<file path="src/rtl/ep_stat_pkg.sv">
// Package: shared constants of the endpoint status register.
// Assumes a 16-bit CPU data word and four interrupt flags packed from bit 1.
package ep_stat_pkg;
    localparam int REG_W    = 16;
    localparam int NFLAG    = 4;
    localparam int FLAG_LSB = 1;
    localparam int BIT_HALT = 15;
    localparam int BIT_DIR  = 14;
    localparam int BIT_PRES = 13;
    // flag vector indices (register bit = index + FLAG_LSB)
    localparam int FL_HEV = 0;
    localparam int FL_UNH = 1;
    localparam int FL_EOP = 2;
    localparam int FL_EOT = 3;
    localparam logic ADDR_STAT = 1'b0;
    localparam logic ADDR_IEN  = 1'b1;
endpackage

</file>
<file path="src/rtl/ep_halt_track.sv">
// Module: halt status of one endpoint plus its edge events.
// Assumes request and stall inputs are single-cycle pulses; set has priority.
module ep_halt_track (
    input  logic clk,
    input  logic rst_n,
    input  logic set_req,
    input  logic clr_req,
    output logic halt,
    output logic ev_halted,
    output logic ev_unhalted
);
    logic halt_q;
    logic halt_d;

    // next halt state: set beats clear
    always_comb begin
        if (set_req)      halt_d = 1'b1;
        else if (clr_req) halt_d = 1'b0;
        else              halt_d = halt_q;
    end

    // halt status register
    always_ff @(posedge clk) begin
        if (!rst_n) halt_q <= 1'b0;
        else        halt_q <= halt_d;
    end

    assign halt        = halt_q;
    assign ev_halted   = !halt_q && halt_d;
    assign ev_unhalted = halt_q && !halt_d;

    AST_HALT_SET:  assert property (@(posedge clk) disable iff (!rst_n) set_req |=> halt_q);
    AST_HALT_KEEP: assert property (@(posedge clk) disable iff (!rst_n) (halt_q && !clr_req) |=> halt_q);
endmodule

</file>
<file path="src/rtl/ep_eot_detect.sv">
// Module: end-of-transfer detection from packet byte counts.
// Assumes pkt_done is a pulse with pkt_len valid in the same cycle.
module ep_eot_detect #(
    parameter int LEN_W = 11
) (
    input  logic             clk,
    input  logic             rst_n,
    input  logic             pkt_done,
    input  logic [LEN_W-1:0] pkt_len,
    input  logic [LEN_W-1:0] max_pkt,
    output logic             eot_hit
);
    logic last_full_q;
    logic is_full;
    logic is_zero;

    // classify the current packet
    always_comb begin
        is_full = (pkt_len >= max_pkt);
        is_zero = (pkt_len == '0);
        eot_hit = pkt_done && ((!is_full && !is_zero) || (is_zero && last_full_q));
    end

    // remember whether the previous packet was full size
    always_ff @(posedge clk) begin
        if (!rst_n)        last_full_q <= 1'b0;
        else if (pkt_done) last_full_q <= is_full;
    end

    AST_ZLP_AFTER_SHORT: assert property (@(posedge clk) disable iff (!rst_n)
        (pkt_done && !is_zero && !is_full) |=> !last_full_q);
endmodule

</file>
<file path="src/rtl/ep_irq_flags.sv">
// Module: sticky interrupt flags with write-one-clear, enable word and irq.
// Assumes a hardware set and a clear in one cycle resolve to set.
module ep_irq_flags #(
    parameter int NF = 4
) (
    input  logic          clk,
    input  logic          rst_n,
    input  logic [NF-1:0] set_vec,
    input  logic [NF-1:0] clr_vec,
    input  logic          ien_we,
    input  logic [NF-1:0] ien_wdata,
    output logic [NF-1:0] flags,
    output logic [NF-1:0] ien,
    output logic          irq
);
    logic [NF-1:0] flags_q;
    logic [NF-1:0] ien_q;

    for (genvar i = 0; i < NF; i++) begin : g_flag
        // one sticky flag: set wins over clear
        always_ff @(posedge clk) begin
            if (!rst_n)          flags_q[i] <= 1'b0;
            else if (set_vec[i]) flags_q[i] <= 1'b1;
            else if (clr_vec[i]) flags_q[i] <= 1'b0;
        end

        AST_FLAG_SET:  assert property (@(posedge clk) disable iff (!rst_n) set_vec[i] |=> flags_q[i]);
        AST_FLAG_HOLD: assert property (@(posedge clk) disable iff (!rst_n) (flags_q[i] && !clr_vec[i]) |=> flags_q[i]);
    end

    // enable word register
    always_ff @(posedge clk) begin
        if (!rst_n)      ien_q <= '0;
        else if (ien_we) ien_q <= ien_wdata;
    end

    assign flags = flags_q;
    assign ien   = ien_q;
    assign irq   = |(flags_q & ien_q);

    AST_IRQ_MASK: assert property (@(posedge clk) disable iff (!rst_n) (ien_q == '0) |-> !irq);
endmodule

</file>
<file path="src/rtl/ep_stat_reg.sv">
// Module: status and interrupt register of one USB device endpoint (top).
// Assumes the packet engine, request decoder and CPU bus deliver
// single-cycle pulses; CPU reads are combinational on cpu_addr.
module ep_stat_reg
    import ep_stat_pkg::*;
#(
    parameter int LEN_W = 11
) (
    input  logic             clk,
    input  logic             rst_n,
    input  logic             cfg_present,
    input  logic             cfg_dir_in,
    input  logic             req_set_halt,
    input  logic             req_clr_halt,
    input  logic             stall_sent,
    input  logic             pkt_done,
    input  logic [LEN_W-1:0] pkt_len,
    input  logic [LEN_W-1:0] max_pkt,
    input  logic             cpu_we,
    input  logic             cpu_addr,
    input  logic [15:0]      cpu_wdata,
    output logic [15:0]      cpu_rdata,
    output logic             irq,
    output logic             out_nak
);
    logic             dir_q;
    logic             pres_q;
    logic             halt;
    logic             ev_halted;
    logic             ev_unhalted;
    logic             eot_hit;
    logic [NFLAG-1:0] set_vec;
    logic [NFLAG-1:0] clr_vec;
    logic [NFLAG-1:0] flags;
    logic [NFLAG-1:0] ien;
    logic [REG_W-1:0] stat_word;
    logic [REG_W-1:0] ien_word;

    // register configuration inputs
    always_ff @(posedge clk) begin
        if (!rst_n) begin
            dir_q  <= 1'b0;
            pres_q <= 1'b0;
        end else begin
            dir_q  <= cfg_dir_in;
            pres_q <= cfg_present;
        end
    end

    ep_halt_track u_halt (
        .clk         (clk),
        .rst_n       (rst_n),
        .set_req     (req_set_halt | stall_sent),
        .clr_req     (req_clr_halt),
        .halt        (halt),
        .ev_halted   (ev_halted),
        .ev_unhalted (ev_unhalted)
    );

    ep_eot_detect #(.LEN_W(LEN_W)) u_eot (
        .clk      (clk),
        .rst_n    (rst_n),
        .pkt_done (pkt_done),
        .pkt_len  (pkt_len),
        .max_pkt  (max_pkt),
        .eot_hit  (eot_hit)
    );

    // gather hardware set events and CPU clear bits
    always_comb begin
        set_vec         = '0;
        set_vec[FL_HEV] = ev_halted;
        set_vec[FL_UNH] = ev_unhalted;
        set_vec[FL_EOP] = pkt_done;
        set_vec[FL_EOT] = eot_hit;
        clr_vec = (cpu_we && cpu_addr == ADDR_STAT) ? cpu_wdata[FLAG_LSB +: NFLAG] : '0;
    end

    ep_irq_flags #(.NF(NFLAG)) u_flags (
        .clk       (clk),
        .rst_n     (rst_n),
        .set_vec   (set_vec),
        .clr_vec   (clr_vec),
        .ien_we    (cpu_we && cpu_addr == ADDR_IEN),
        .ien_wdata (cpu_wdata[FLAG_LSB +: NFLAG]),
        .flags     (flags),
        .ien       (ien),
        .irq       (irq)
    );

    // assemble the readable words
    always_comb begin
        stat_word                       = '0;
        stat_word[BIT_HALT]             = halt;
        stat_word[BIT_DIR]              = dir_q;
        stat_word[BIT_PRES]             = pres_q;
        stat_word[FLAG_LSB +: NFLAG]    = flags;
        ien_word                        = '0;
        ien_word[FLAG_LSB +: NFLAG]     = ien;
        cpu_rdata = (cpu_addr == ADDR_IEN) ? ien_word : stat_word;
    end

    assign out_nak = !dir_q && flags[FL_EOT];

    AST_UNHALT_FLAG: assert property (@(posedge clk) disable iff (!rst_n) $fell(halt) |-> flags[FL_UNH]);
    AST_HALT_FLAG:   assert property (@(posedge clk) disable iff (!rst_n) $rose(halt) |-> flags[FL_HEV]);
    AST_EOP_FLAG:    assert property (@(posedge clk) disable iff (!rst_n) pkt_done |=> flags[FL_EOP]);
    AST_EOT_SHORT:   assert property (@(posedge clk) disable iff (!rst_n)
        (pkt_done && pkt_len != '0 && pkt_len < max_pkt) |=> flags[FL_EOT]);
    AST_NAK_OUT:     assert property (@(posedge clk) disable iff (!rst_n) dir_q |-> !out_nak);
endmodule

</file>
<file path="config.mk">
export PLATFORM = sky130hd
export DESIGN_NAME = ep_stat_reg
export DESIGN_NICKNAME = d
export VERILOG_FILES = /design/src/rtl/ep_stat_pkg.sv /design/src/rtl/ep_halt_track.sv /design/src/rtl/ep_eot_detect.sv /design/src/rtl/ep_irq_flags.sv /design/src/rtl/ep_stat_reg.sv
export SDC_FILE = /design/constraint.sdc
export NUM_CORES = 1
export LEC_CHECK = 0
export BUFFER_PORTS_ARGS = -buffer_cell sky130_fd_sc_hd__buf_2
export CORE_MARGIN = 4
export CORE_UTILIZATION = 30
export DETAILED_ROUTE_END_ITERATION = 6
export GPL_TIMING_DRIVEN = 0
export PLACE_DENSITY = 0.64
export SYNTH_ARGS = -nofsm -noshare
export SYNTH_HDL_FRONTEND = slang
export SYNTH_HIERARCHICAL = 1
export SYNTH_SLANG_ARGS = --single-unit
</file>
<file path="constraint.sdc">
create_clock -name clk -period 3.65 [get_ports clk]
set_input_delay 0.73 -clock clk [delete_from_list [all_inputs] [get_ports clk]]
set_output_delay 0.73 -clock clk [all_outputs]
set_load 0.005 [all_outputs]
</file>
# After elaboration in Yosys (flattened, before gate mapping)
# Index checks and enable logic that the tools add are counted.
# Widths: inputs -> output; s select.
dict set report word_totals {
  ff_bits 12
  inputBits 48
  wordCells 45
}
dict set report op_classes {
  magnitude_cmp 1
  n_mux 12
  n_bitwise 3
  n_reduce_logical 20
}
# cell n
set op_table {}
lappend op_table {{$mux 16} 1}
lappend op_table {{$ge 11x11->1} 1}
lappend op_table {{$logic_not 11->1} 1}
lappend op_table {{$mux 1} 10}
lappend op_table {{$logic_and 1x1->1} 8}
lappend op_table {{$reduce_bool 2->1} 4}
lappend op_table {{$logic_not 1->1} 5}
lappend op_table {{$and 4x4->4} 1}
lappend op_table {{$mux 4} 1}
lappend op_table {{$reduce_or 4->1} 1}
lappend op_table {{$logic_or 1x1->1} 1}
lappend op_table {{$not 1->1} 1}
lappend op_table {{$or 1x1->1} 1}

# Logic depth before layout (Yosys ltp)
# Gate-level depths: netlist of run 1.
dict set report depth {
  depth_word 6
  ltp_mapped 8
  depth_no_buf 8
}

# By module
# Netlist of run 1, hierarchy kept.
# mod n_inst cells_each area_per_inst_um2 seq_area_each_um2
set modules_own_cells {}
lappend modules_own_cells {ep_eot_detect 1 48 349.1 20.0}
lappend modules_own_cells {ep_irq_flags 1 28 310.3 160.2}
lappend modules_own_cells {ep_stat_reg 1 29 260.2 40.0}
lappend modules_own_cells {ep_halt_track 1 6 50.0 20.0}

# Least setup slack after synthesis of run 1
# Ideal clock, no wire load.
dict set report synth_timing {
  kind {input to output}
  from {in cpu_addr}
  to {out cpu_rdata[3]}
  arrival_ps 1134
  slack_ps 1786
  stages 2
  path_buffers 1
  cell_sequence {buf_6 -> mux2_4}
}
dict set report synth_between {
  elab_chain_len 1
}
# item line_no
set synth_lines {}
lappend synth_lines {{start, declared} ep_stat_reg.sv:20} ;# input logic cpu_addr,
lappend synth_lines {{$mux 16} ep_stat_reg.sv:100} ;# cpu_rdata = (cpu_addr == ADDR_IEN) ? ien_word : stat_word;
lappend synth_lines {{end, declared} ep_stat_reg.sv:22} ;# output logic [15:0] cpu_rdata,
# No other way between the ends.

# Worst setup path in the final report of run 1
dict set report layout_timing {
  from {in cpu_addr}
  to {out cpu_rdata[4]}
}
# Same word-level chain as after synthesis.

==> results of run 1 <==
==> final cells by class <==
| cell class | count | share of cell area [%] |
|---|---|---|
| inverters | 11 | 3.15 |
| repair buffers | 44 | 16.8 |
| multi-input cells | 85 | 47.9 |
| plain buffers | 11 | 6.87 |
| flip-flops and latches | 12 | 18.3 |
| well taps | 44 | 4.20 |
| clock buffers | 4 | 2.77 |
==> power breakdown <==
part	leakage [uW]	internal [uW]	switching (uW)
Combinational	0.000608	55.2	41.7
Sequential	0.0000993	139	5.61
Clock	0.0000210	60.6	43.6
==> flip-flops by register name (all words and copies together), names as in the netlist <==
register / cells
dir_q: 1
u_eot/last_full_q: 1
u_flags/ien: 4
pres_q: 1
u_halt/halt: 1
u_flags/flags: 4
==> cell usage after synthesis, types with 2 or more instances <==
master	instances	area share [%]
sky130_fd_sc_hd__nor2b_1	14	9.0
sky130_fd_sc_hd__dfxtp_1	12	25
sky130_fd_sc_hd__ha_1	11	14
sky130_fd_sc_hd__inv_1	11	4.3
sky130_fd_sc_hd__buf_4	9	7.0
sky130_fd_sc_hd__a21oi_1	5	2.6
sky130_fd_sc_hd__nand2_1	5	1.9
sky130_fd_sc_hd__o21a_1	5	3.9
sky130_fd_sc_hd__and3b_1	4	3.6
sky130_fd_sc_hd__mux2i_1	4	4.1
sky130_fd_sc_hd__nand3_1	4	2.1
sky130_fd_sc_hd__and2_1	3	1.9
sky130_fd_sc_hd__a22oi_1	2	1.5
sky130_fd_sc_hd__buf_6	2	2.3
sky130_fd_sc_hd__mux2_2	2	2.3
sky130_fd_sc_hd__mux2_4	2	3.1
sky130_fd_sc_hd__nor2_1	2	0.77
sky130_fd_sc_hd__nor4_2	2	2.6
sky130_fd_sc_hd__o21ai_0	2	1.0
==> critical path, cell delays in order <==
cell and delay, ns:
sky130_fd_sc_hd__buf_2 0.11, sky130_fd_sc_hd__buf_6 0.14, sky130_fd_sc_hd__mux2_4 0.29, sky130_fd_sc_hd__buf_2 0.12
==> cells by family (layout without fill, tap and decap cells) <==
family	Yosys count	count (layout)
other cells	1	9
simple gates	39	39
flops	12	12
mux	8	8
compound gates	18	18
buf+inv	22	70
fa+ha+maj	11	11
==> placed cells by master (no fill, tap or decap) <==
cell type                  Yosys  layout
sky130_fd_sc_hd__nor4_2        2       2
sky130_fd_sc_hd__buf_4         9       9
sky130_fd_sc_hd__mux2_4        2       2
sky130_fd_sc_hd__nor2b_1      14      14
sky130_fd_sc_hd__o211ai_1      1       1
sky130_fd_sc_hd__mux2i_1       4       4
sky130_fd_sc_hd__buf_2         0      44
sky130_fd_sc_hd__nand3_1       4       4
sky130_fd_sc_hd__nor4_1        1       1
sky130_fd_sc_hd__clkbuf_8      0       1
sky130_fd_sc_hd__o21ai_1       1       1
sky130_fd_sc_hd__clkbuf_4      0       3
sky130_fd_sc_hd__and2b_2       1       1
sky130_fd_sc_hd__inv_1        11      11
sky130_fd_sc_hd__mux2_2        2       2
sky130_fd_sc_hd__and3_1        1       1
sky130_fd_sc_hd__ha_1         11      11
sky130_fd_sc_hd__a21o_1        1       1
sky130_fd_sc_hd__dfxtp_1      12      12
sky130_fd_sc_hd__o21a_1        5       5
sky130_fd_sc_hd__a22oi_1       2       2
sky130_fd_sc_hd__nand2_1       5       5
sky130_fd_sc_hd__a21oi_1       5       5
sky130_fd_sc_hd__nor2_1        2       2
sky130_fd_sc_hd__or2_2         1       1
sky130_fd_sc_hd__o21ai_0       2       2
sky130_fd_sc_hd__o211a_1       1       1
sky130_fd_sc_hd__and3b_1       4       4
sky130_fd_sc_hd__and2_1        3       3
sky130_fd_sc_hd__buf_6         2       2
sky130_fd_sc_hd__conb_1        1       9
sky130_fd_sc_hd__nand2b_1      1       1
==> through the flow <==
| stage | hold WS [ns] | area (um2) | utilization [%] |
|---|---|---|---|
| global route | 0.548 | 1310 | 42.6 |
| floorplan | 0.471 | 1000 | - |
| global placement | 0.479 | 1270 | 41.4 |
| detailed placement | 0.491 | 1270 | 41.4 |
| CTS | 0.510 | 1310 | 42.6 |
| finish | 0.507 | 1310 | 42.6 |
==> layer usage <==
layer | GRT usage (%) | share of wire (%)
met1 | 12.2 | 41
met2 | 19.4 | 47
met3 | 2.77 | 10
met4 | 5.01 | 1.3
met5 | 0 | 0
==> how the worst max path moves through the flow <==
stage / start / endpoint / cells past startpoint
detailed placement: cpu_addr / cpu_rdata[4] / 4
finish: cpu_addr / cpu_rdata[4] / 4
global placement: cpu_addr / cpu_rdata[3] / 4
global route: cpu_addr / cpu_rdata[4] / 4
CTS: cpu_addr / cpu_rdata[4] / 4
floorplan: cpu_addr / cpu_rdata[3] / 2
==> results.toml, run 1 <==
[timing]
timing.fmax_ghz = 0.469
finalMaxSlewViolations = 0
finalWorstPathRequiredPeriod_ns = 2.13
rsz0062_at_grt = "no"
layout_setup_ws_ns = 1.52
setup_tns_ns = 0
timing.final.hold_violations = 0
setup_viol = 0
clock_skew_ns = 0.000133
timing.final.crit_share_pct = 58.4

[critical_path]
cp_data_required_time_ns = 2.92
critical_path_peak_fanout = 10
worst-endpoint-arrival_ns = 1.40
worst-r2r-setup-slack_ns = 2.81
critPathCaptureType = "primary output"
r2r.worst_path.cells = 2
worst-setup-path-type = "input pin to primary output"
critical_path.startpoint_type = "input pin"
worst_r2r_endpoint = "u_flags/flags[0]"
worst_r2r_startpoint = "u_halt/halt"

[grt]
gr-total-overflow = 0
first_global_vias = 955
grt_pass1_wl_um = 3730
grt_start_max_net_pins = 13
grt_util_all_layers_pct = 11.0
antenna_found_initial = 0

[logic_synthesis]
post_synthesis_compound_gate_area_fraction_pct = 12.1
syn_area_per_cell_um2 = 8.74
synth_fa_ha_area_share_pct = 14.2
synthesis.instances = 111
synth_simple_gate_area_share_pct = 25.4
warning_count_from_the_yosys_run = 6
async_reset_ff_share_pct = 0
yosys.area_share.xor_xnor_pct = 0
seq_area_frac_synth_pct = 24.8
synth.lib_cells_used.distinct = 29
most_instantiated_flip_flop_cell_in_the_synthesis_netlist = "sky130_fd_sc_hd__dfxtp_1"
synth_enable_flop_cells = 0
register_bit_count_reported_by_yosys = 12
post_synth_mux_area_share_pct = 9.55
dominant_combinational_cell_family_by_area_after_synthesis = "simple AND/OR/NAND/NOR gates"
syn_area_um2 = 970

[die]
floorplan.rows = 20
die-area_um2 = 4210
pin_count = 66
height_of_the_chip_um = 64.9
initial_core_util_pct = 31.5
die_width_um = 64.9
core_area_um2 = 3080

[routing]
route.detailed.drc = 0
dr_total_vias = 906
antenna_left = 0
detailedRoute.firstIterationViolations = 15
mean_routed_wirelength_per_cell_um = 10.5
drt_pre_antenna_iters = 2
finalWirelength_um = 2220
detail_route.vias_per_cell = 4.29

[clock_network]
htree_levels = 1
post_cts_buffers = 0
worstSkewPairLatency_ns = 0.27
postCtsResizedCells = 0
cts_tree = "done"
holdBufCountCts = 0
numCtsBuffers = 3
tritoncts_num_sinks = 12
clock_transition_at_the_registers_of_the_reported_paths_ns = 0.07
max-clock-path-buffers = 2
cts_root_buffer = "sky130_fd_sc_hd__clkbuf_4"

[final_layout]
multi_input_comb_area_um2 = 628
stdcell_count = 211
final.fill_count = 332
fin_nets = 227
drive_above_1_share_pct = 40.1
seqCellArea_um2 = 240
num_antenna_cells = 0
synthToLayoutAreaGrowth_pct = 35.2

[power_and_ir_drop]
power.total_uw = 346
p_leak_uw = 0.000728
ir_drop_mv = 0.0781
power_per_cell_area_nw_per_um2 = 264

[job]
drv.max_cap_violation_count = 0

[placed_design]
dpl_worst_slack_ns = 1.51
post-dp-hpwl_um = 1980
portBuffers = 44
gp_congestion = 0.757
post-place-cells = 207

[min_path]
worstHoldStart = "u_eot/last_full_q"
hold_path_end = "u_eot/last_full_q"
worstHoldPathCells = 1
hp-class = "flop to flop"

[status]
outcome = "completed"
Note: power is estimated with default switching activity, not from simulation.
==> run 2, diff against run 1 <==
Settings changed: PLACE_DENSITY 0.64 to 0.66.
Clock period 3.65 ns to 1.9 ns, I/O delays scaled along.
==> run 2 against run 1 <==
Against the previous run:
- hold slack worse by 0.20 ns
- clock skew barely moved
- global-route usage down 1.6 points
- final cell count shrank 0.47%
- cell area decreased by 1.1%
- critical endpoint unchanged
==> results.toml, run 2 (same netlist as run 1, synthesis figures left out) <==
[timing]
setup_tns_ns = 0
rsz0062_at_grt = "no"
finalHoldWorstSlack_ns = 0.308
timing.fmax_ghz = 0.697
clock_skew_ns = 0.000168
setup_viol = 0
finalWorstPathRequiredPeriod_ns = 1.44
timing.final.crit_share_pct = 75.5
finalMaxSlewViolations = 0
timing.final.hold_violations = 0

[power_and_ir_drop]
power.switching_uw = 163
power.sequential.fraction_pct = 45.5
power_report.internal_total_uw = 446
switching_share_pct = 26.8
comb_power_share_pct = 30.0
p_leak_uw = 0.000721
power.clock.fraction_pct = 24.5
ir_drop_mv = 0.155
power_per_cell_area_nw_per_um2 = 469

[routing]
drt_pre_antenna_iters = 4
route.detailed.drc = 0
dr_total_vias = 847
detailedRoute.firstIterationViolations = 36
mean_routed_wirelength_per_cell_um = 9.43
detail_route.vias_per_cell = 4.03
antenna_left = 0
finalWirelength_um = 1980

[final_layout]
fin_nets = 227
most-common-layout-cells = "44 x sky130_fd_sc_hd__buf_2, 14 x sky130_fd_sc_hd__nor2b_1, 12 x sky130_fd_sc_hd__dfxtp_1"
drive_above_1_share_pct = 39.8
stdcell_count = 210
utilization_pct = 42.2
final.fill_count = 328
num_antenna_cells = 0
synthToLayoutAreaGrowth_pct = 33.8
layout.cells.most_common = "sky130_fd_sc_hd__buf_2"

[placed_design]
portBuffers = 44
post-place-cells = 207
gp_congestion = 0.709
post-dp-hpwl_um = 1730

[status]
outcome = "completed"

[critical_path]
critical_path.startpoint_type = "input pin"
cp_data_required_time_ns = 1.52
critical_path_peak_fanout = 10
critPathCaptureType = "primary output"
worst-setup-path-type = "input pin to primary output"
worst-endpoint-arrival_ns = 1.06

[grt]
grt_pass1_wl_um = 3220
gr-total-overflow = 0
first_global_vias = 780
grt_util_all_layers_pct = 9.36
grt_start_max_net_pins = 13
antenna_found_initial = 0

[clock_network]
worstSkewPairLatency_ns = 0.26
cts_root_buffer = "sky130_fd_sc_hd__clkbuf_4"
holdBufCountCts = 0
postCtsResizedCells = 0
tritoncts_num_sinks = 12
cts_tree = "done"
clock_transition_at_the_registers_of_the_reported_paths_ns = 0.07
post_cts_buffers = 0
htree_levels = 1
max-clock-path-buffers = 2
numCtsBuffers = 3

[min_path]
hp-class = "input pin to flop"

[die]
pin_count = 66
initial_core_util_pct = 31.5
floorplan.rows = 20
die_width_um = 64.9
core_area_um2 = 3080
height_of_the_chip_um = 64.9
die-area_um2 = 4210

[job]
drv.max_cap_violation_count = 0
## run 2: changes by cell type in the layout (fill, tap and decap cells not counted)
cell,delta
sky130_fd_sc_hd__clkbuf_8,-1
## run 2: routing by layer
layer	track usage, %	part of all wire, %	wire length (um)
met2	15.5	43	855
met1	11.6	46	921
met3	2.60	10	204
met4	3.17	0	0
met5	0	0	0
## run 2: stage by stage
step / total power [uW] / area, um2 / setup WS (ns)
3_3_place_gp: 465 / 1270 / 0.198
4_1_cts: 620 / 1300 / 0.454
2_1_floorplan: 392 / 1000 / 0.448
6_report: 609 / 1300 / 0.465
3_5_place_dp: 467 / 1270 / 0.189
5_1_grt: 654 / 1300 / 0.331
## run 2: final cells by class
cell class                 instances  area (um2)  area share [%]
multi-input combinational         85         628            48.4
sequential                        12         240            18.5
timing repair buffer              44         220            17.0
buffer                            11        90.1            6.94
tap                               44        55.1            4.24
inverter                          11        41.3            3.18
clock buffer                       3        22.5            1.74
## run 2: final timing paths
kind | startpoint | to | slack, ns | cells after the start
worst max-delay path | cpu_addr | cpu_rdata[4] | 0.46 | 4
worst min-delay path | cfg_dir_in | dir_q | 0.31 | 2
worst max register to register | u_halt/halt | u_flags/flags[0] | 1.06 | 2
worst min register to register | u_eot/last_full_q | u_eot/last_full_q | 0.51 | 1
## run 2: critical path: stages
cell                     delay (ns)
sky130_fd_sc_hd__buf_2         0.11
sky130_fd_sc_hd__buf_6         0.14
sky130_fd_sc_hd__mux2_4        0.29
sky130_fd_sc_hd__buf_2         0.12
## run 2: power groups by stage
stage / sequential (uW) / combinational, uW / clock, uW
2_1_floorplan: 280 / 112 / 0
3_3_place_gp: 283 / 183 / 0
3_5_place_dp: 283 / 183 / 0
4_1_cts: 277 / 185 / 157
5_1_grt: 279 / 209 / 166
6_report: 277 / 183 / 149
==> run 3, diff against run 2 <==
Clock period 1.9 ns to 1.1 ns, I/O delays scaled along.
==> run 3 against run 2 <==
Against the previous run:
- the run now ends with setup timing left
- hold slack lost 0.15 ns
- flip-flop and latch count is the same
- non-clock buffer count grew 1
==> results.toml, run 3 (same netlist as run 1, synthesis figures left out) <==
[clock_network]
numCtsBuffers = 3
worstSkewPairLatency_ns = 0.26
holdBufCountCts = 0
cts_root_buffer = "sky130_fd_sc_hd__clkbuf_4"
cts_tree = "done"
htree_levels = 1
tritoncts_num_sinks = 12
max-clock-path-buffers = 2
clock_transition_at_the_registers_of_the_reported_paths_ns = 0.07

[min_path]
hp-class = "input pin to flop"
hold_path_end = "dir_q"
worstHoldPathCells = 2
worstHoldStart = "cfg_dir_in"

[critical_path]
worst_r2r_endpoint = "u_flags/flags[0]"
critPathCaptureType = "primary output"
worst-endpoint-arrival_ns = 0.98
r2r.worst_path.cells = 2
cp_data_required_time_ns = 0.88
worst-setup-path-type = "flop to primary output"
worst_r2r_startpoint = "u_halt/halt"
critical_path_peak_fanout = 4
crit_path_cell_trace = "mux2_4 -> buf_6"
master_of_the_slowest_instance_on_the_critical_path = "sky130_fd_sc_hd__dfxtp_2"
critical_path.startpoint_type = "flop"
worst-r2r-setup-slack_ns = 0.27
worst_path_largest_cell_delay_ns = 0.34
timing.critical_path.from = "u_flags/flags[3]"

[placed_design]
gp_congestion = 0.780
post-place-cells = 207
dpl_worst_slack_ns = -0.433
dpl-instance-area_um2 = 1400
portBuffers = 44
post-dp-hpwl_um = 1840

[die]
floorplan.rows = 20
core_area_um2 = 3080
die_width_um = 64.9
pin_count = 66
height_of_the_chip_um = 64.9
die-area_um2 = 4210
initial_core_util_pct = 31.5

[routing]
detailedRoute.firstIterationViolations = 10
drt_pre_antenna_iters = 4
finalWirelength_um = 2320
detail_route.vias_per_cell = 4.36
dr_total_vias = 921
route.detailed.drc = 0
mean_routed_wirelength_per_cell_um = 11.0
antenna_left = 0

[timing]
timing.final.crit_share_pct = 110
finalHoldWorstSlack_ns = 0.161
setup_viol = 7
clock_skew_ns = 0.000209
finalWorstPathRequiredPeriod_ns = 1.20
timing.fmax_ghz = 0.830
timing.final.hold_violations = 0
finalMaxSlewViolations = 0
rsz0062_at_grt = "yes"
layout_setup_ws_ns = -0.105

[grt]
grt_util_all_layers_pct = 10.7
grt_start_max_net_pins = 13
gr-total-overflow = 0
first_global_vias = 948
grt_pass1_wl_um = 3660
antenna_found_initial = 0

[final_layout]
layout.cells.most_common = "sky130_fd_sc_hd__buf_2"
stdcell_count = 211
final.fill_count = 292
synthToLayoutAreaGrowth_pct = 61.9
fin_nets = 228
most-common-layout-cells = "35 x sky130_fd_sc_hd__buf_2, 14 x sky130_fd_sc_hd__nor2b_1, 10 x sky130_fd_sc_hd__buf_6, 10 x sky130_fd_sc_hd__buf_4, 10 x sky130_fd_sc_hd__ha_4"
num_antenna_cells = 0
final_design_area_no_fill_um2 = 1570
utilization_pct = 51.0
drive_above_1_share_pct = 60.5

[power_and_ir_drop]
ir_drop_mv = 0.260
p_leak_uw = 0.000752
power_per_cell_area_nw_per_um2 = 759

[job]
drv.max_cap_violation_count = 0

[status]
failed_checks = "setup timing"
outcome = "finished, violations left"
## run 3: changes by cell type in the layout (fill, tap and decap cells not counted), moves of 7 or more
| cell | before | now |
|---|---|---|
| sky130_fd_sc_hd__dfxtp_2 | 0 | 7 |
| sky130_fd_sc_hd__buf_2 | 44 | 35 |
| sky130_fd_sc_hd__inv_1 | 11 | 3 |
| sky130_fd_sc_hd__ha_1 | 11 | 1 |
| sky130_fd_sc_hd__buf_6 | 2 | 10 |
| sky130_fd_sc_hd__ha_4 | 0 | 10 |
| sky130_fd_sc_hd__dfxtp_1 | 12 | 5 |
## run 3: final cells by class
class | instances | area (um2) | area share (%)
buffer | 11 | 90.1 | 5.74
clock buffer | 3 | 22.5 | 1.43
inverter | 11 | 58.8 | 3.75
multi-input combinational | 85 | 807 | 51.4
sequential | 12 | 249 | 15.9
tap | 44 | 55.1 | 3.51
timing repair buffer | 45 | 288 | 18.3
## run 3: worst max path at each step
stage | end | slack (ns) | cells past startpoint
2_1_floorplan | u_flags/flags[3] | -0.13 | 8
3_3_place_gp | u_flags/flags[3] | -0.42 | 9
3_5_place_dp | u_flags/flags[3] | -0.43 | 9
4_1_cts | cpu_rdata[4] | -0.12 | 2
5_1_grt | u_flags/flags[3] | -0.17 | 9
6_report | cpu_rdata[4] | -0.10 | 2
## run 3: metal layers
metal,track usage [%],wire (um),vias up,share of wire (%)
met4,6.33,27,0,1.2
met2,18.4,1160,32,50
li1,-,-,474,-
met5,0,0,-,0
met3,1.39,148,2,6.4
met1,12.7,985,413,42
## run 3: where the power goes
group | switching, uW | internal (uW)
clock network | 130 | 126
logic | 189 | 260
registers | 21.5 | 465
## run 3: per-stage QoR
stage | power [uW] | TNS [ns]
after floorplan | 709 | -0.144
after detailed placement | 860 | -0.761
final | 1190 | -0.599
after CTS | 1140 | -0.642
after global placement | 848 | -0.702
after global routing | 1280 | -1.03
## run 3: critical path: cells and delay by family, from the launching register on
kind	cells	cell delay, ns
multiplexers	1	0.27
buffers and inverters	1	0.11
flip-flops	1	0.34
## run 3: what timing repair did
action	4_1_cts	5_1_grt
hold endpoints to repair	0	0
buffers inserted	1	0
pin swaps	5	11
setup endpoints to repair	7	9
resized for setup	10	24
